<file path="config.mk">
export PLATFORM = sky130hd
export DESIGN_NAME = conv_host_ctrl
export DESIGN_NICKNAME = d
export VERILOG_FILES = /design/src/rtl/conv_host_pkg.sv /design/src/rtl/conv_host_ctrl_dp.sv /design/src/rtl/conv_host_ctrl_fsm.sv /design/src/rtl/conv_host_ctrl.sv
export SDC_FILE = /design/constraint.sdc
export NUM_CORES = 1
export LEC_CHECK = 0
export BUFFER_PORTS_ARGS = -buffer_cell sky130_fd_sc_hd__buf_2
export CORE_ASPECT_RATIO = 0.75
export CORE_MARGIN = 1
export CORE_UTILIZATION = 43
export DETAILED_ROUTE_END_ITERATION = 7
export HOLD_SLACK_MARGIN = 0.08
export PLACE_DENSITY = 0.75
export SYNTH_ARGS = -nofsm -noshare
export SYNTH_HDL_FRONTEND = slang
export SYNTH_SLANG_ARGS = --single-unit
</file>
<file path="constraint.sdc">
create_clock -name clk -period 4.5 [get_ports clk]
set_input_delay 0.225 -clock clk [delete_from_list [all_inputs] [get_ports clk]]
set_output_delay 0.225 -clock clk [all_outputs]
set_load 0.005 [all_outputs]
</file>
<file path="src/rtl/conv_host_pkg.sv">
package conv_host_pkg;

  typedef enum logic [2:0] {
    ST_IDLE,
    ST_SETUP,
    ST_WR_PULSE,
    ST_EARLY_GAP,
    ST_WAIT_INT,
    ST_READ_WAIT,
    ST_READ_HOLD,
    ST_RECOVER
  } convState_t;

  typedef struct packed {
    logic latchReq;
    logic clrPhase;
    logic clrWatch;
    logic runWatch;
    logic capture;
    logic finishOk;
    logic finishErr;
  } dpStrobe_t;

  function automatic int maxOf4(input int a, input int b, input int c, input int d);
    int m;
    m = a;
    if (b > m) m = b;
    if (c > m) m = c;
    if (d > m) m = d;
    return m;
  endfunction

endpackage

</file>
<file path="src/rtl/conv_host_ctrl_dp.sv">
module conv_host_ctrl_dp
  import conv_host_pkg::*;
#(
  parameter int DATA_W      = 8,
  parameter int PH_W        = 6,
  parameter int WD_W        = 9,
  parameter int TIMEOUT_CYC = 400
) (
  input  logic              clk,
  input  logic              rstN,
  input  dpStrobe_t         strobe,
  input  logic              reqMode,
  input  logic              reqEarly,
  input  logic [DATA_W-1:0] dataIn,
  input  logic              oflN,
  output logic              modeWr,
  output logic              earlyRd,
  output logic [PH_W-1:0]   phaseCnt,
  output logic              watchExpired,
  output logic              rspValid,
  output logic              rspError,
  output logic [DATA_W-1:0] rspData,
  output logic              rspOverRange
);

  localparam logic [PH_W-1:0] PH_MAX = {PH_W{1'b1}};
  localparam logic [WD_W-1:0] WD_MAX = {WD_W{1'b1}};

  logic [WD_W-1:0] watchCnt;

  // request attributes held for the whole conversion
  always_ff @(posedge clk) begin
    if (!rstN) begin
      modeWr  <= 1'b0;
      earlyRd <= 1'b0;
    end else if (strobe.latchReq) begin
      modeWr  <= reqMode;
      earlyRd <= reqMode & reqEarly;
    end
  end

  // shared phase timer for pulse widths, gaps and recovery
  always_ff @(posedge clk) begin
    if (!rstN)                 phaseCnt <= '0;
    else if (strobe.clrPhase)  phaseCnt <= '0;
    else if (phaseCnt != PH_MAX) phaseCnt <= phaseCnt + 1'b1;
  end

  // completion watchdog, advances only while waiting
  always_ff @(posedge clk) begin
    if (!rstN)                 watchCnt <= '0;
    else if (strobe.clrWatch)  watchCnt <= '0;
    else if (strobe.runWatch && watchCnt != WD_MAX) watchCnt <= watchCnt + 1'b1;
  end

  assign watchExpired = (int'(watchCnt) >= TIMEOUT_CYC - 1);

  // result capture
  always_ff @(posedge clk) begin
    if (!rstN) begin
      rspData      <= '0;
      rspOverRange <= 1'b0;
    end else if (strobe.capture) begin
      rspData      <= dataIn;
      rspOverRange <= ~oflN;
    end
  end

  always_ff @(posedge clk) begin
    if (!rstN) begin
      rspValid <= 1'b0;
      rspError <= 1'b0;
    end else begin
      rspValid <= strobe.finishOk;
      rspError <= strobe.finishErr;
    end
  end

endmodule

</file>
<file path="src/rtl/conv_host_ctrl_fsm.sv">
module conv_host_ctrl_fsm
  import conv_host_pkg::*;
#(
  parameter int PH_W         = 6,
  parameter int WR_PULSE     = 4,
  parameter int EARLY_DELAY  = 6,
  parameter int RD_ACCESS    = 3,
  parameter int RECOVERY_CYC = 50
) (
  input  logic            clk,
  input  logic            rstN,
  input  logic            reqValid,
  input  logic            modeWr,
  input  logic            earlyRd,
  input  logic [PH_W-1:0] phaseCnt,
  input  logic            watchExpired,
  input  logic            intN,
  input  logic            rdyN,
  output dpStrobe_t       strobe,
  output logic            reqReady,
  output logic            csN,
  output logic            wrN,
  output logic            rdN
);

  convState_t state, nextState;
  logic       doneSeen;
  int         phase;

  assign phase = int'(phaseCnt);

  // completion condition depends on handshake style
  assign doneSeen = modeWr ? ~intN : (rdyN & ~intN);

  always_ff @(posedge clk) begin
    if (!rstN) state <= ST_IDLE;
    else       state <= nextState;
  end

  always_comb begin
    nextState = state;
    strobe    = '0;
    unique case (state)
      ST_IDLE: begin
        if (reqValid) begin
          strobe.latchReq = 1'b1;
          nextState       = ST_SETUP;
        end
      end
      ST_SETUP: begin
        strobe.clrPhase = 1'b1;
        strobe.clrWatch = 1'b1;
        nextState       = modeWr ? ST_WR_PULSE : ST_READ_WAIT;
      end
      ST_WR_PULSE: begin
        if (phase == WR_PULSE - 1) begin
          strobe.clrPhase = 1'b1;
          nextState       = earlyRd ? ST_EARLY_GAP : ST_WAIT_INT;
        end
      end
      ST_EARLY_GAP: begin
        if (phase == EARLY_DELAY - 1) begin
          strobe.clrPhase = 1'b1;
          nextState       = ST_READ_WAIT;
        end
      end
      ST_WAIT_INT: begin
        strobe.runWatch = 1'b1;
        if (!intN) begin
          nextState = ST_READ_WAIT;
        end else if (watchExpired) begin
          strobe.finishErr = 1'b1;
          strobe.clrPhase  = 1'b1;
          nextState        = ST_RECOVER;
        end
      end
      ST_READ_WAIT: begin
        strobe.runWatch = 1'b1;
        if (doneSeen) begin
          strobe.clrPhase = 1'b1;
          nextState       = ST_READ_HOLD;
        end else if (watchExpired) begin
          strobe.finishErr = 1'b1;
          strobe.clrPhase  = 1'b1;
          nextState        = ST_RECOVER;
        end
      end
      ST_READ_HOLD: begin
        if (phase == RD_ACCESS - 1) begin
          strobe.capture  = 1'b1;
          strobe.finishOk = 1'b1;
          strobe.clrPhase = 1'b1;
          nextState       = ST_RECOVER;
        end
      end
      ST_RECOVER: begin
        if (phase == RECOVERY_CYC - 1) nextState = ST_IDLE;
      end
      default: nextState = ST_IDLE;
    endcase
  end

  // converter lines decoded from the registered state
  always_comb begin
    reqReady = (state == ST_IDLE);
    csN      = (state == ST_IDLE) || (state == ST_RECOVER);
    wrN      = (state != ST_WR_PULSE);
    rdN      = !((state == ST_READ_WAIT) || (state == ST_READ_HOLD));
  end

endmodule

</file>
<file path="src/rtl/conv_host_ctrl.sv">
module conv_host_ctrl
  import conv_host_pkg::*;
#(
  parameter int DATA_W       = 8,
  parameter int WR_PULSE     = 4,
  parameter int EARLY_DELAY  = 6,
  parameter int RD_ACCESS    = 3,
  parameter int RECOVERY_CYC = 50,
  parameter int TIMEOUT_CYC  = 400
) (
  input  logic              clk,
  input  logic              rstN,
  input  logic              reqValid,
  output logic              reqReady,
  input  logic              reqMode,
  input  logic              reqEarly,
  output logic              rspValid,
  output logic              rspError,
  output logic [DATA_W-1:0] rspData,
  output logic              rspOverRange,
  output logic              csN,
  output logic              wrN,
  output logic              rdN,
  input  logic              intN,
  input  logic              rdyN,
  input  logic [DATA_W-1:0] dataIn,
  input  logic              oflN
);

  localparam int PH_MAX_VAL = maxOf4(WR_PULSE, EARLY_DELAY, RD_ACCESS, RECOVERY_CYC);
  localparam int PH_W       = $clog2(PH_MAX_VAL + 1);
  localparam int WD_W       = $clog2(TIMEOUT_CYC + 1);

  dpStrobe_t       strobe;
  logic            modeWr;
  logic            earlyRd;
  logic [PH_W-1:0] phaseCnt;
  logic            watchExpired;

  conv_host_ctrl_fsm #(
    .PH_W(PH_W), .WR_PULSE(WR_PULSE), .EARLY_DELAY(EARLY_DELAY),
    .RD_ACCESS(RD_ACCESS), .RECOVERY_CYC(RECOVERY_CYC)
  ) u_fsm (
    .clk(clk), .rstN(rstN), .reqValid(reqValid), .modeWr(modeWr),
    .earlyRd(earlyRd), .phaseCnt(phaseCnt), .watchExpired(watchExpired),
    .intN(intN), .rdyN(rdyN), .strobe(strobe), .reqReady(reqReady),
    .csN(csN), .wrN(wrN), .rdN(rdN)
  );

  conv_host_ctrl_dp #(
    .DATA_W(DATA_W), .PH_W(PH_W), .WD_W(WD_W), .TIMEOUT_CYC(TIMEOUT_CYC)
  ) u_dp (
    .clk(clk), .rstN(rstN), .strobe(strobe), .reqMode(reqMode),
    .reqEarly(reqEarly), .dataIn(dataIn), .oflN(oflN), .modeWr(modeWr),
    .earlyRd(earlyRd), .phaseCnt(phaseCnt), .watchExpired(watchExpired),
    .rspValid(rspValid), .rspError(rspError), .rspData(rspData),
    .rspOverRange(rspOverRange)
  );

endmodule

</file>
==> impl_metrics.prom <==
# TYPE chip_impl_metric gauge
chip_impl_info{name="cts_tree",value="built"} 1
chip_impl_metric{name="fin_tns_setup",unit="ns"} 0
chip_impl_info{name="regToRegEndpoint",value="u_dp.watchCnt[5]$_SDFFE_PP0P_"} 1
chip_impl_info{name="crit_path_end_kind",value="register"} 1
chip_impl_metric{name="multi_input_gate_area",unit="um^2"} 872
chip_impl_metric{name="number_of_distinct_standard_cells_referenced_by_the_synthesized_netlist",unit=""} 47
chip_impl_metric{name="critPathArrivalTime",unit="ns"} 2.36
chip_impl_info{name="startpoint_type",value="register"} 1
chip_impl_info{name="failed_checks",value="design-rule violations"} 1
chip_impl_metric{name="clock_buffer_depth",unit=""} 2
chip_impl_metric{name="die_outline_area",unit="mm^2"} 0.00384
chip_impl_metric{name="clkTransAtPathRegs",unit="ns"} 0.07
chip_impl_info{name="yosys.area.top_type",value="sky130_fd_sc_hd__dfxtp_1"} 1
chip_impl_metric{name="max_cap_viol_count",unit=""} 0
chip_impl_metric{name="final_core_util",unit="%"} 54.5
chip_impl_metric{name="routed-via-count",unit=""} 1302
chip_impl_info{name="timing.rr.start",value="u_dp.watchCnt[0]$_SDFFE_PP0P_"} 1
chip_impl_metric{name="final-seq-area",unit="um^2"} 621
chip_impl_metric{name="via_count_normalized_by_instance_count",unit=""} 5.29
chip_impl_metric{name="cp.required",unit="ns"} 4.65
chip_impl_metric{name="tightest_slew",unit="ns"} 0.665
chip_impl_metric{name="crit_path_max_fanout",unit=""} 7
chip_impl_metric{name="numClockSinks",unit=""} 31
chip_impl_info{name="setup.worst_path.end",value="u_dp.watchCnt[5]$_SDFFE_PP0P_"} 1
chip_impl_metric{name="dp.final_hpwl",unit="um"} 2180
chip_impl_metric{name="finalWorstPathRequiredPeriod",unit="ns"} 2.21
chip_impl_metric{name="drive_above_1_share",unit="%"} 22.8
chip_impl_metric{name="critical-path-max-stage-delay",unit="ns"} 0.42
chip_impl_metric{name="finalHoldViolCount",unit=""} 0
chip_impl_metric{name="htree_levels",unit=""} 2
chip_impl_metric{name="rr_worst_depth",unit=""} 9
chip_impl_metric{name="hold_buffers",unit=""} 0
chip_impl_metric{name="firstDrtPassIters",unit=""} 8
chip_impl_info{name="run_status",value="finished, violations left"} 1
chip_impl_metric{name="cts_bufs_inserted",unit=""} 5
chip_impl_metric{name="static-leakage-power",unit="uW"} 0.000857
chip_impl_metric{name="drt-wirelength-per-cell",unit="um"} 12.1
chip_impl_metric{name="totalWireLength",unit="um"} 2970
chip_impl_info{name="cts_root_buffer",value="sky130_fd_sc_hd__clkbuf_8"} 1
chip_impl_info{name="hold_path.class",value="input port to register"} 1
chip_impl_info{name="series_of_cell_instances_along_the_critical_path",value="ha_1 -> and3_1 -> and3_1 -> ha_1 -> nor3b_2 -> and2_1 -> nand3_1 -> xor2_1 -> nor2_1"} 1
chip_impl_metric{name="grt_pass1_vias",unit=""} 1087
chip_impl_metric{name="portBuffers",unit=""} 30
chip_impl_metric{name="clock_latency",unit="ns"} 0.29
chip_impl_metric{name="post_cts.resized_instances",unit=""} 0
chip_impl_metric{name="number_of_buffer_and_inverter_instances_along_the_worst_setup_path",unit=""} 0
chip_impl_info{name="worst_path_dominant_cell_family",value="simple AND/OR/NAND/NOR gates"} 1
chip_impl_metric{name="num_ports",unit=""} 31
chip_impl_info{name="worst_setup_path_startpoint",value="u_dp.watchCnt[0]$_SDFFE_PP0P_"} 1
chip_impl_metric{name="layout-area-overhead-vs-synth",unit="%"} 18.4
chip_impl_metric{name="final.setup_skew",unit="ns"} 0.00969
chip_impl_metric{name="die_h",unit="um"} 53.9
chip_impl_metric{name="achievable-frequency",unit="GHz"} 0.453
chip_impl_metric{name="p_per_area",unit="mW/mm^2"} 384
chip_impl_metric{name="postCtsSetupRepairBufs",unit=""} 0
chip_impl_metric{name="post_synth_inst_count",unit=""} 174
chip_impl_metric{name="report.final.slew_viol_count",unit=""} 0
chip_impl_metric{name="global_route.usage.total",unit="%"} 16.8
chip_impl_info{name="synth_area_leaders",value="sky130_fd_sc_hd__dfxtp_1 (40%), sky130_fd_sc_hd__nor2_1 (6.8%), sky130_fd_sc_hd__mux2i_1 (6.5%)"} 1
chip_impl_metric{name="synth_top_cell_area_share",unit="%"} 40.2
chip_impl_metric{name="post_synth_instance_area",unit="mm^2"} 0.00155
chip_impl_info{name="setup.worst_path.class",value="register to register"} 1
chip_impl_metric{name="synth-async-reset-ratio",unit="%"} 0
chip_impl_metric{name="synth-edff-count",unit=""} 0
chip_impl_metric{name="floorplan.initialDensity",unit="%"} 46.0
chip_impl_info{name="cpMaxStageDelayCell",value="sky130_fd_sc_hd__nor3b_2"} 1
chip_impl_metric{name="synth_nets",unit=""} 195
chip_impl_metric{name="grt_start_max_net_pins",unit=""} 19
chip_impl_metric{name="grt_first_pass_wirelength",unit="um"} 4780
chip_impl_metric{name="synth.ff_latch_count",unit=""} 31
chip_impl_metric{name="grt_overflow",unit=""} 0
chip_impl_metric{name="part_of_the_yosys_area_used_for_sequential_elements",unit="%"} 40.2
chip_impl_metric{name="worst_slew_margin_rel",unit="%"} 55.4
chip_impl_metric{name="dr.first_iter.drc_count",unit=""} 122
chip_impl_info{name="rsz_0062_raised_after_global_routing",value="no"} 1
chip_impl_metric{name="timing.final.setup_violations",unit=""} 0
chip_impl_metric{name="setup.reg_to_reg.worst_slack",unit="ns"} 2.29
chip_impl_metric{name="grt_antenna_before_repair",unit=""} 0
chip_impl_metric{name="floorplan.core_area",unit="mm^2"} 0.00336
chip_impl_info{name="synth_top_cells_by_count",value="sky130_fd_sc_hd__dfxtp_1 (31), sky130_fd_sc_hd__nor2_1 (28), sky130_fd_sc_hd__nand2_1 (14)"} 1
chip_impl_info{name="dominantRegCellSynth",value="sky130_fd_sc_hd__dfxtp_1"} 1
chip_impl_info{name="synth.most_common_cell",value="sky130_fd_sc_hd__dfxtp_1"} 1
chip_impl_metric{name="num-nets-final",unit=""} 226
chip_impl_metric{name="count_of_inserted_antenna_diode_cells",unit=""} 0
chip_impl_metric{name="die_w",unit="um"} 71.2
chip_impl_metric{name="critical_path_cell_count",unit=""} 9
chip_impl_metric{name="detail_route.drc_violations",unit=""} 4
chip_impl_metric{name="routabilityCongestion",unit=""} 0.822
chip_impl_metric{name="detail-route-antenna-nets",unit=""} 0
chip_impl_metric{name="layout.filler_cells",unit=""} 329
chip_impl_metric{name="yosys_warnings",unit=""} 0
chip_impl_metric{name="ir_drop",unit="uV"} 162
chip_impl_metric{name="post_synth.cell_area_avg",unit="um^2"} 8.88
chip_impl_metric{name="final_cycle_share",unit="%"} 49.1
chip_impl_metric{name="num_rows",unit=""} 18
==> cell type report <==
class,count,share of cell area [%]
Sequential cell,31,33.9
Clock inverter,2,1.92
Clock buffer,6,4.51
Inverter,5,1.03
Tap cell,40,2.74
Multi-Input combinational cell,132,47.7
Timing Repair Buffer,30,8.21
==> cells in the final DEF (no fill, tap or decap), types with 2 or more instances in the layout <==
master,count
sky130_fd_sc_hd__a211oi_1,3
sky130_fd_sc_hd__a21oi_1,6
sky130_fd_sc_hd__a31oi_1,2
sky130_fd_sc_hd__and2_1,2
sky130_fd_sc_hd__and3_1,5
sky130_fd_sc_hd__buf_2,30
sky130_fd_sc_hd__clkbuf_8,6
sky130_fd_sc_hd__dfxtp_1,31
sky130_fd_sc_hd__ha_1,5
sky130_fd_sc_hd__inv_1,4
sky130_fd_sc_hd__mux2i_1,10
sky130_fd_sc_hd__nand2_1,14
sky130_fd_sc_hd__nand2b_1,2
sky130_fd_sc_hd__nand3_1,9
sky130_fd_sc_hd__nand4_1,6
sky130_fd_sc_hd__nor2_1,28
sky130_fd_sc_hd__o211ai_1,3
sky130_fd_sc_hd__or3_1,2
sky130_fd_sc_hd__xnor2_1,4
sky130_fd_sc_hd__xor2_1,7
==> metrics by stage <==
| stage | hold WS [ns] | worst slack (ns) | power, uW | cell area (um^2) | cells |
|---|---|---|---|---|---|
| after floorplan | 0.360 | 2.43 | 394 | 1550 | 174 |
| after global placement | 0.459 | 2.33 | 425 | 1710 | 238 |
| after detailed placement | 0.464 | 2.28 | 427 | 1710 | 238 |
| after CTS | 0.170 | 2.28 | 709 | 1830 | 246 |
| after global routing | 0.177 | 2.09 | 739 | 1830 | 246 |
| final | 0.169 | 2.29 | 702 | 1830 | 246 |
==> power by group <==
part | internal (uW) | switching [uW] | total (uW) | leakage (uW)
sequential | 287 | 28.9 | 316 | 0.000251
clock | 179 | 103 | 282 | 0.0000612
combinational | 48.0 | 56.3 | 104 | 0.000545
==> worst register-to-register path: cells and delay by family, from the launching register on <==
kind / cells / cell delay, ns
xor gates and xnor gates: 1 / 0.15
adders and majority gates: 2 / 0.39
DFF: 1 / 0.33
and+or+nand+nor: 6 / 1.23
==> sequential cells by signal, summed over array words and instances (netlist names) <==
| register | flops |
|---|---|
| u_dp.rspValid | 1 |
| u_dp.watchCnt | 9 |
| u_dp.rspOverRange | 1 |
| u_dp.rspError | 1 |
| u_fsm.state | 3 |
| u_dp.modeWr | 1 |
| u_dp.earlyRd | 1 |
| u_dp.phaseCnt | 6 |
| u_dp.rspData | 8 |
==> cells by family (layout without fill, tap and decap cells) <==
logic type	Yosys count	in the layout	share of synthesized area [%]
AOI/OAI and AO/OA	28	28	13.8
and+or+nand+nor	78	78	25.8
DFF	31	31	40.2
muxes	10	10	6.48
adders and majority gates	5	5	4.05
xor gates and xnor gates	11	11	6.23
buffers and inverters	11	43	3.40
==> metal layers <==
metal,global-route usage [%],up-vias,wire [um]
met5,0,-,0
met2,25.4,33,1250
met1,21.7,581,1490
met4,7.00,0,42
met3,6.37,6,194
li1,-,682,-
==> worst min-delay path by stage <==
stage / start / end / slack (ns) / depth (start not counted)
after floorplan: rstN / u_fsm.state[1]$_SDFFE_PN0P_ / 0.36 / 2
after global placement: u_dp.rspOverRange$_SDFFE_PN0P_ / u_dp.rspOverRange$_SDFFE_PN0P_ / 0.46 / 2
after detailed placement: dataIn[3] / u_dp.rspData[3]$_SDFFE_PN0P_ / 0.46 / 3
after CTS: dataIn[3] / u_dp.rspData[3]$_SDFFE_PN0P_ / 0.17 / 3
after global routing: dataIn[3] / u_dp.rspData[3]$_SDFFE_PN0P_ / 0.18 / 3
final: dataIn[3] / u_dp.rspData[3]$_SDFFE_PN0P_ / 0.17 / 3
Note: power is estimated with default switching activity, not from simulation.
